`src/rtl/keygate_pkg.sv`:
```
// Shared types for the key-sequence write gate.
// Assumes the unlock protocol has exactly two keys plus one committing write.
package keygate_pkg;

    // Progress of the unlock sequence.
    typedef enum logic [1:0] {
        KG_LOCKED = 2'd0,
        KG_HALF   = 2'd1,
        KG_ARMED  = 2'd2
    } kg_state_t;

endpackage

```
`src/rtl/keygate_decode.sv`:
```
// Address decoder: turns the bus strobes into guarded-write and guarded-read
// qualifiers. Assumes a single access per cycle and a fixed guarded address.
module keygate_decode #(
    parameter int ADDR_W = 8,
    parameter logic [ADDR_W-1:0] GUARD_ADDR = '0
) (
    input  logic [ADDR_W-1:0] bus_addr,
    input  logic              bus_wr,
    input  logic              bus_rd,
    output logic              guard_wr,
    output logic              guard_rd
);

    logic addr_hit;

    // Compare the bus address with the guarded location and qualify strobes.
    always_comb begin
        addr_hit = (bus_addr == GUARD_ADDR);
        guard_wr = addr_hit && bus_wr;
        guard_rd = addr_hit && bus_rd;
    end

endmodule

```
`src/rtl/keygate_seq.sv`:
```
// Unlock sequencer: tracks key progress on guarded writes, flags the
// committing write and relocks after it. Assumes guard_wr is already decoded.
module keygate_seq
    import keygate_pkg::*;
#(
    parameter int DATA_W = 8,
    parameter logic [DATA_W-1:0] KEY_FIRST  = 8'hE7,
    parameter logic [DATA_W-1:0] KEY_SECOND = 8'h18
) (
    input  logic              clk,
    input  logic              rst_n,
    input  logic              guard_wr,
    input  logic [DATA_W-1:0] wdata,
    output logic              commit,
    output logic              armed
);

    kg_state_t state_q, state_d;
    logic      is_first, is_second;

    // Key recognisers on the incoming write data.
    always_comb begin
        is_first  = (wdata == KEY_FIRST);
        is_second = (wdata == KEY_SECOND);
    end

    // Next-state choice, applied only when the guarded address is written.
    always_comb begin
        state_d = state_q;
        commit  = 1'b0;
        if (guard_wr) begin
            unique case (state_q)
                KG_LOCKED: state_d = is_first ? KG_HALF : KG_LOCKED;
                KG_HALF: begin
                    if (is_second)     state_d = KG_ARMED;
                    else if (is_first) state_d = KG_HALF;
                    else               state_d = KG_LOCKED;
                end
                KG_ARMED: begin
                    commit  = 1'b1;
                    state_d = KG_LOCKED;
                end
                default: state_d = KG_LOCKED;
            endcase
        end
    end

    // State register with synchronous active-low reset.
    always_ff @(posedge clk) begin
        if (!rst_n) state_q <= KG_LOCKED;
        else        state_q <= state_d;
    end

    // Status output: gate will accept the next guarded write.
    always_comb armed = (state_q == KG_ARMED);

endmodule

```
`src/rtl/keygate_store.sv`:
```
// Protected register and its read path. Loads only on commit; read data is
// driven only during a guarded read. Assumes commit is a single-cycle pulse.
module keygate_store #(
    parameter int DATA_W = 8,
    parameter logic [DATA_W-1:0] RESET_VAL = '0
) (
    input  logic              clk,
    input  logic              rst_n,
    input  logic              commit,
    input  logic [DATA_W-1:0] wdata,
    input  logic              guard_rd,
    output logic [DATA_W-1:0] value,
    output logic [DATA_W-1:0] rd_data
);

    // Register update: reset default, else load on a committing write.
    always_ff @(posedge clk) begin
        if (!rst_n)      value <= RESET_VAL;
        else if (commit) value <= wdata;
    end

    // Read mux: present the register only while it is being read.
    always_comb rd_data = guard_rd ? value : '0;

endmodule

```
`src/rtl/keyed_reg_gate.sv`:
```
// Top of the key-sequence write gate. Holds one protected control register
// behind a two-key unlock on its own bus address. Assumes one bus access per
// cycle; other addresses are decoded elsewhere and are ignored here.
module keyed_reg_gate #(
    parameter int ADDR_W = 8,
    parameter int DATA_W = 8,
    parameter logic [ADDR_W-1:0] GUARD_ADDR = 8'hF6,
    parameter logic [DATA_W-1:0] KEY_FIRST  = 8'hE7,
    parameter logic [DATA_W-1:0] KEY_SECOND = 8'h18,
    parameter logic [DATA_W-1:0] RESET_VAL  = 8'h00
) (
    input  logic              clk,
    input  logic              rst_n,
    input  logic [ADDR_W-1:0] bus_addr,
    input  logic              bus_wr,
    input  logic [DATA_W-1:0] bus_wdata,
    input  logic              bus_rd,
    output logic [DATA_W-1:0] rd_data,
    output logic [DATA_W-1:0] ctrl_value,
    output logic              armed
);

    logic guard_wr, guard_rd, commit;

    keygate_decode #(
        .ADDR_W    (ADDR_W),
        .GUARD_ADDR(GUARD_ADDR)
    ) u_decode (
        .bus_addr(bus_addr),
        .bus_wr  (bus_wr),
        .bus_rd  (bus_rd),
        .guard_wr(guard_wr),
        .guard_rd(guard_rd)
    );

    keygate_seq #(
        .DATA_W    (DATA_W),
        .KEY_FIRST (KEY_FIRST),
        .KEY_SECOND(KEY_SECOND)
    ) u_seq (
        .clk     (clk),
        .rst_n   (rst_n),
        .guard_wr(guard_wr),
        .wdata   (bus_wdata),
        .commit  (commit),
        .armed   (armed)
    );

    keygate_store #(
        .DATA_W   (DATA_W),
        .RESET_VAL(RESET_VAL)
    ) u_store (
        .clk     (clk),
        .rst_n   (rst_n),
        .commit  (commit),
        .wdata   (bus_wdata),
        .guard_rd(guard_rd),
        .value   (ctrl_value),
        .rd_data (rd_data)
    );

endmodule

```
`config.mk`:
```
export PLATFORM = sky130hd
export DESIGN_NAME = keyed_reg_gate
export DESIGN_NICKNAME = d
export VERILOG_FILES = /design/src/rtl/keygate_pkg.sv /design/src/rtl/keygate_decode.sv /design/src/rtl/keygate_seq.sv /design/src/rtl/keygate_store.sv /design/src/rtl/keyed_reg_gate.sv
export SDC_FILE = /design/constraint.sdc
export NUM_CORES = 1
export LEC_CHECK = 0
export ABC_AREA = 0
export BUFFER_PORTS_ARGS = -buffer_cell sky130_fd_sc_hd__buf_2
export CAP_MARGIN = 20
export CORE_AREA = 8 8 45 47
export DETAILED_ROUTE_END_ITERATION = 8
export DIE_AREA = 0 0 53 55
export MAX_ROUTING_LAYER = met4
export PLACE_DENSITY_LB_ADDON = 0.08
export SYNTH_ARGS = -nofsm -noshare
export SYNTH_HDL_FRONTEND = slang
export SYNTH_HIERARCHICAL = 1
export SYNTH_SLANG_ARGS = --single-unit
```
`constraint.sdc`:
```
create_clock -name clk -period 2.8 [get_ports clk]
set_input_delay 0.42 -clock clk [delete_from_list [all_inputs] [get_ports clk]]
set_output_delay 0.42 -clock clk [all_outputs]
set_load 0.01 [all_outputs]
```
==> Word-level counts from Yosys, hierarchy flattened <==
Index checks and enable logic that the tools add are counted.
W data, S select, Z words.
{ "op_classes": {"reduce_logical": 3, "eq_ne": 5, "mux": 6} }
{ "op_table": {"columns": ["op", "count"], "rows": [
  ["$eq A8 B8 Y1 const B", 2],
  ["$eq A8 B5 Y1 const B", 1],
  ["$mux W8", 1],
  ["$pmux W2 S2", 1],
  ["$mux W1", 3],
  ["$eq A2 B1 Y1 const B", 1],
  ["$eq A2 B2 Y1 const B", 1],
  ["$logic_and A1 B1 Y1", 2],
  ["$logic_not A2 Y1", 1],
  ["$mux W2", 1]
]} }
{ "totals": {"in_bits": 20, "elab_cells": 16, "output_inout_bits": 17, "ff_bits": 10} }

==> Logic depth before layout (Yosys ltp) <==
{ "depth": {"depth_word": 4, "mapped_depth": 6, "depth_no_buf": 5} }

==> Hierarchy <==
The synthesis kept the hierarchy.
{ "by_module_without_submodules": {"columns": ["module", "seq_area_each_um2", "n_inst", "area_each_um2", "cells_per_inst"], "rows": [
  ["keygate_store", 160.2, 1, 351.6, 33],
  ["keygate_seq", 40.0, 1, 135.1, 16],
  ["keygate_decode", 0.0, 1, 35.0, 6]
]} }

==> Least setup slack after synthesis <==
Ideal clock, no wire load.
{ "synth_path": {"kind": "input to output", "startpoint": "input port bus_addr[0]", "endpoint": "output port rd_data[0]", "path_buffers": 0, "stages": 3, "arrival_time_ns": 1.186, "setup_slack_ns": 1.194, "cell_sequence": "nand4b_1 nor3_1 and2_1"} }
{ "synth_via": {"elab_chain_cells": 3} }
{ "synth_rtl": {"columns": ["item", "line", "source"], "rows": [
  ["from (decl)", "keyed_reg_gate.sv:14", "input logic [ADDR_W-1:0] bus_addr,"],
  ["$eq A8 B8 Y1", "keygate_decode.sv:18", "addr_hit = (bus_addr == GUARD_ADDR);"],
  ["$logic_and A1 B1 Y1", "keygate_decode.sv:20", "guard_rd = addr_hit && bus_rd;"],
  ["named net guard_rd", "keyed_reg_gate.sv:23", "logic guard_wr, guard_rd, commit;"],
  ["$mux W8", "keygate_store.sv:23", "always_comb rd_data = guard_rd ? value : '0;"],
  ["to (decl)", "keyed_reg_gate.sv:18", "output logic [DATA_W-1:0] rd_data,"]
]} }
The timed path passes the listed nets, and every way through them passes these cells.

==> Worst setup path after layout <==
{ "layout_path": {"startpoint": "input port bus_addr[0]", "endpoint": "output port rd_data[2]"} }
The elaborated chain is that of the path after synthesis.

==> flow_metrics.py <==
metrics = {
    "run_status": {
        "status": "complete, no violations",
    },
    "detailed_routing": {
        "drtIter0Drc": 3,
        "num_vias": 507,
        "first_pass_iters": 3,
        "avgRoutedWirePerCell_microns": 13.4,
        "drc": 0,
        "wirelength_microns": 1470,
        "vias_per_cell": 4.61,
        "ant_nets": 0,
    },
    "sta": {
        "finalHoldWorstSlack_ps": 445,
        "clock_skew_ps": 7.42,
        "slew_headroom_pct": 52.0,
        "finalSetupViolations": 0,
        "timing.final.crit_period_ps": 2070,
        "rsz0062_at_grt": "no",
        "finalHoldViolations": 0,
        "tns_ps": 0,
        "timing.fmax_ghz": 0.483,
        "fin_crit_sh_pct": 73.9,
        "final_max_slew_viol_count": 0,
        "worst_pin_slew_ps": 714,
    },
    "grt": {
        "grt_overflow_total": 0,
        "antenna_found_initial": 0,
        "grt_max_degree": 13,
        "first_global_vias": 508,
        "grtUsageTotal_pct": 11.3,
        "grt_pass1_wl_microns": 2340,
    },
    "setup_path": {
        "crit_path_end": "rd_data[2]",
        "worst_setup_path_start_kind": "input port",
        "reg2reg_depth": 4,
        "ff2ff_setup_slack_ps": 1450,
        "cpMostUsedCell": "buf_2",
        "cp_top_family": "simple AND/OR/NAND/NOR gates",
        "critPathMaxFanout": 8,
        "crit_cells": 5,
        "r2r-end": "u_store/value[7]",
        "cp.required_ps": 2380,
        "cp-startpoint": "bus_addr[0]",
        "r2r-start": "u_seq/state_q[1]",
        "path_buf_inv": 2,
        "crit_type": "in -> out",
        "critPathArrivalTime_ps": 1650,
        "path_cells": "buf_2, nand4b_1, nor3_1, and2_1, buf_2",
        "slowest_delay_ps": 610,
        "crit_path_end_kind": "output pin",
        "critPathSlowestCell": "nor3_1",
    },
    "floorplanning": {
        "std_cell_rows": 14,
        "die_h_microns": 55,
        "core_sq_um": 1380,
        "die_area_sq_um": 2920,
        "ios": 37,
        "start_util_pct": 37.7,
        "chipWidth_microns": 53,
    },
    "logic_synthesis": {
        "postSynthCellCount": 55,
        "syn_avg_cell_area_sq_um": 9.49,
        "yosysWarnings": 6,
        "ys_seq_area_share_pct": 38.4,
        "synth_cell_types": 18,
        "syn_nets": 75,
        "ys_ff_latch": 10,
        "syn-cell-area_sq_um": 522,
    },
    "placement": {
        "place_inst": 106,
        "place_area_sq_um": 711,
        "place_hpwl_microns": 1200,
        "gp_congestion": 0.708,
        "portBuffers": 36,
    },
    "pwr": {
        "cellLeakagePower_nw": 0.352,
        "power.density_nw_per_um2": 392,
        "finalPower_uw": 293,
        "ir_drop_mv": 0.336,
    },
    "clock_tree": {
        "cts_setup_buffers": 0,
        "cts.repair.resized": 0,
        "insertion_delay_ps": 260,
        "cts_num_sinks": 10,
        "clock_path_buffers": 2,
        "clk_pin_slew_ps": 70,
        "htreeDepth": 1,
        "tritoncts": "done",
        "hold_buffers": 0,
        "clock-root-buffer": "clkbuf_4",
        "cts_buffers": 3,
    },
    "hold_path": {
        "hold_path_class": "in -> reg",
    },
    "finish": {
        "stdcell_count": 110,
        "syn2layout_area_growth_pct": 43.2,
        "nFillCells": 149,
        "final_cell_area_sq_um": 747,
        "diodes": 0,
        "num-nets-final": 115,
        "layout-drive-gt1-share_pct": 44.7,
    },
    "flow_run": {
        "cap_violations": 0,
    },
}
## final cells by class
type | instances | area, sq um | share of cell area, %
inverters | 2 | 7.51 | 1.01
well taps | 16 | 20.0 | 2.68
repair buffers | 36 | 180 | 24.1
multi-input cells | 42 | 303 | 40.5
flip-flops and latches | 10 | 200 | 26.8
clock buffers | 4 | 36.3 | 4.86
## sequential cells by signal, summed over array words and instances (netlist names)
| signal | count |
|---|---|
| u_store/value | 8 |
| u_seq/state_q | 2 |
## layout by cell type, fill, tap and decap left out, types with 2 or more instances in the layout
| cell type | Yosys | layout |
|---|---|---|
| buf_2 | 0 | 36 |
| dfxtp_1 | 10 | 10 |
| and2_1 | 9 | 9 |
| nand3b_1 | 2 | 2 |
| nand4_1 | 2 | 2 |
| nor2b_1 | 9 | 9 |
| mux2i_1 | 8 | 8 |
| nand4b_1 | 2 | 2 |
| nor3_1 | 2 | 2 |
| clkbuf_4 | 0 | 3 |
| inv_1 | 2 | 2 |
## cells by family (layout without fill, tap and decap cells)
| kind of cell | after synthesis | count (layout) | synth area share, % |
|---|---|---|---|
| muxes | 8 | 8 | 15.3 |
| buffers and inverters | 3 | 42 | 3.60 |
| DFF | 10 | 10 | 38.4 |
| AOI/OAI and AO/OA | 2 | 2 | 2.16 |
| and+or+nand+nor | 32 | 32 | 40.5 |
## worst min path at each step
stage	from	endpoint	slack (ps)	cells after the start
2_1_floorplan	u_seq/state_q[1]	u_seq/state_q[1]	460	2
4_1_cts	bus_wdata[4]	u_seq/state_q[1]	440	3
5_1_grt	bus_wdata[4]	u_seq/state_q[1]	440	3
6_report	bus_wdata[3]	u_store/value[3]	450	3
3_5_place_dp	u_seq/state_q[0]	u_seq/state_q[0]	490	2
3_3_place_gp	u_seq/state_q[1]	u_seq/state_q[1]	480	2
## Yosys cell counts, drive strengths merged
cell type  number  area [sq um]
inv             2          7.51
o21ai           1          5.00
mux2i           8          80.1
nor2b           9          56.3
nor4            1          12.5
nand4           2          12.5
nand2           1          3.75
nor2            1          3.75
buf             1          11.3
nand3b          2          15.0
and2            9          56.3
nand3           1          5.00
nor3            2          10.0
and4b           1          10.0
o22ai           1          6.26
nand4b          2          17.5
and2b           1          8.76
dfxtp          10           200
## metrics by stage
stage / setup WS [ps] / utilization, %
after floorplan: 1190 / -
after global routing: 586 / 54.0
after detailed placement: 695 / 51.4
after global placement: 734 / 51.4
after CTS: 695 / 54.0
final: 731 / 54.0
## per-layer routing
layer	GRT usage (%)	routed length, microns	share of wire, %	up-vias
met3	4.81	82	5.6	2
met4	2.59	6	0.41	0
met1	11.5	548	37	225
li1	-	-	-	270
met5	-	0	0	-
met2	19.7	833	57	10
## power breakdown
part	switching [mW]	internal [mW]	total, mW
registers	0.000000187	0.142	0.142
logic	0.0106	0.0134	0.0240
clock network	0.0476	0.0788	0.126
## worst register-to-register path, stage by stage (launching register included)
cell and delay, ps:
dfxtp_1 340, nor2b_1 150, and2_1 440, mux2i_1 260
nor2b_1 60
No activity file was read; power rests on OpenSTA's default activity.
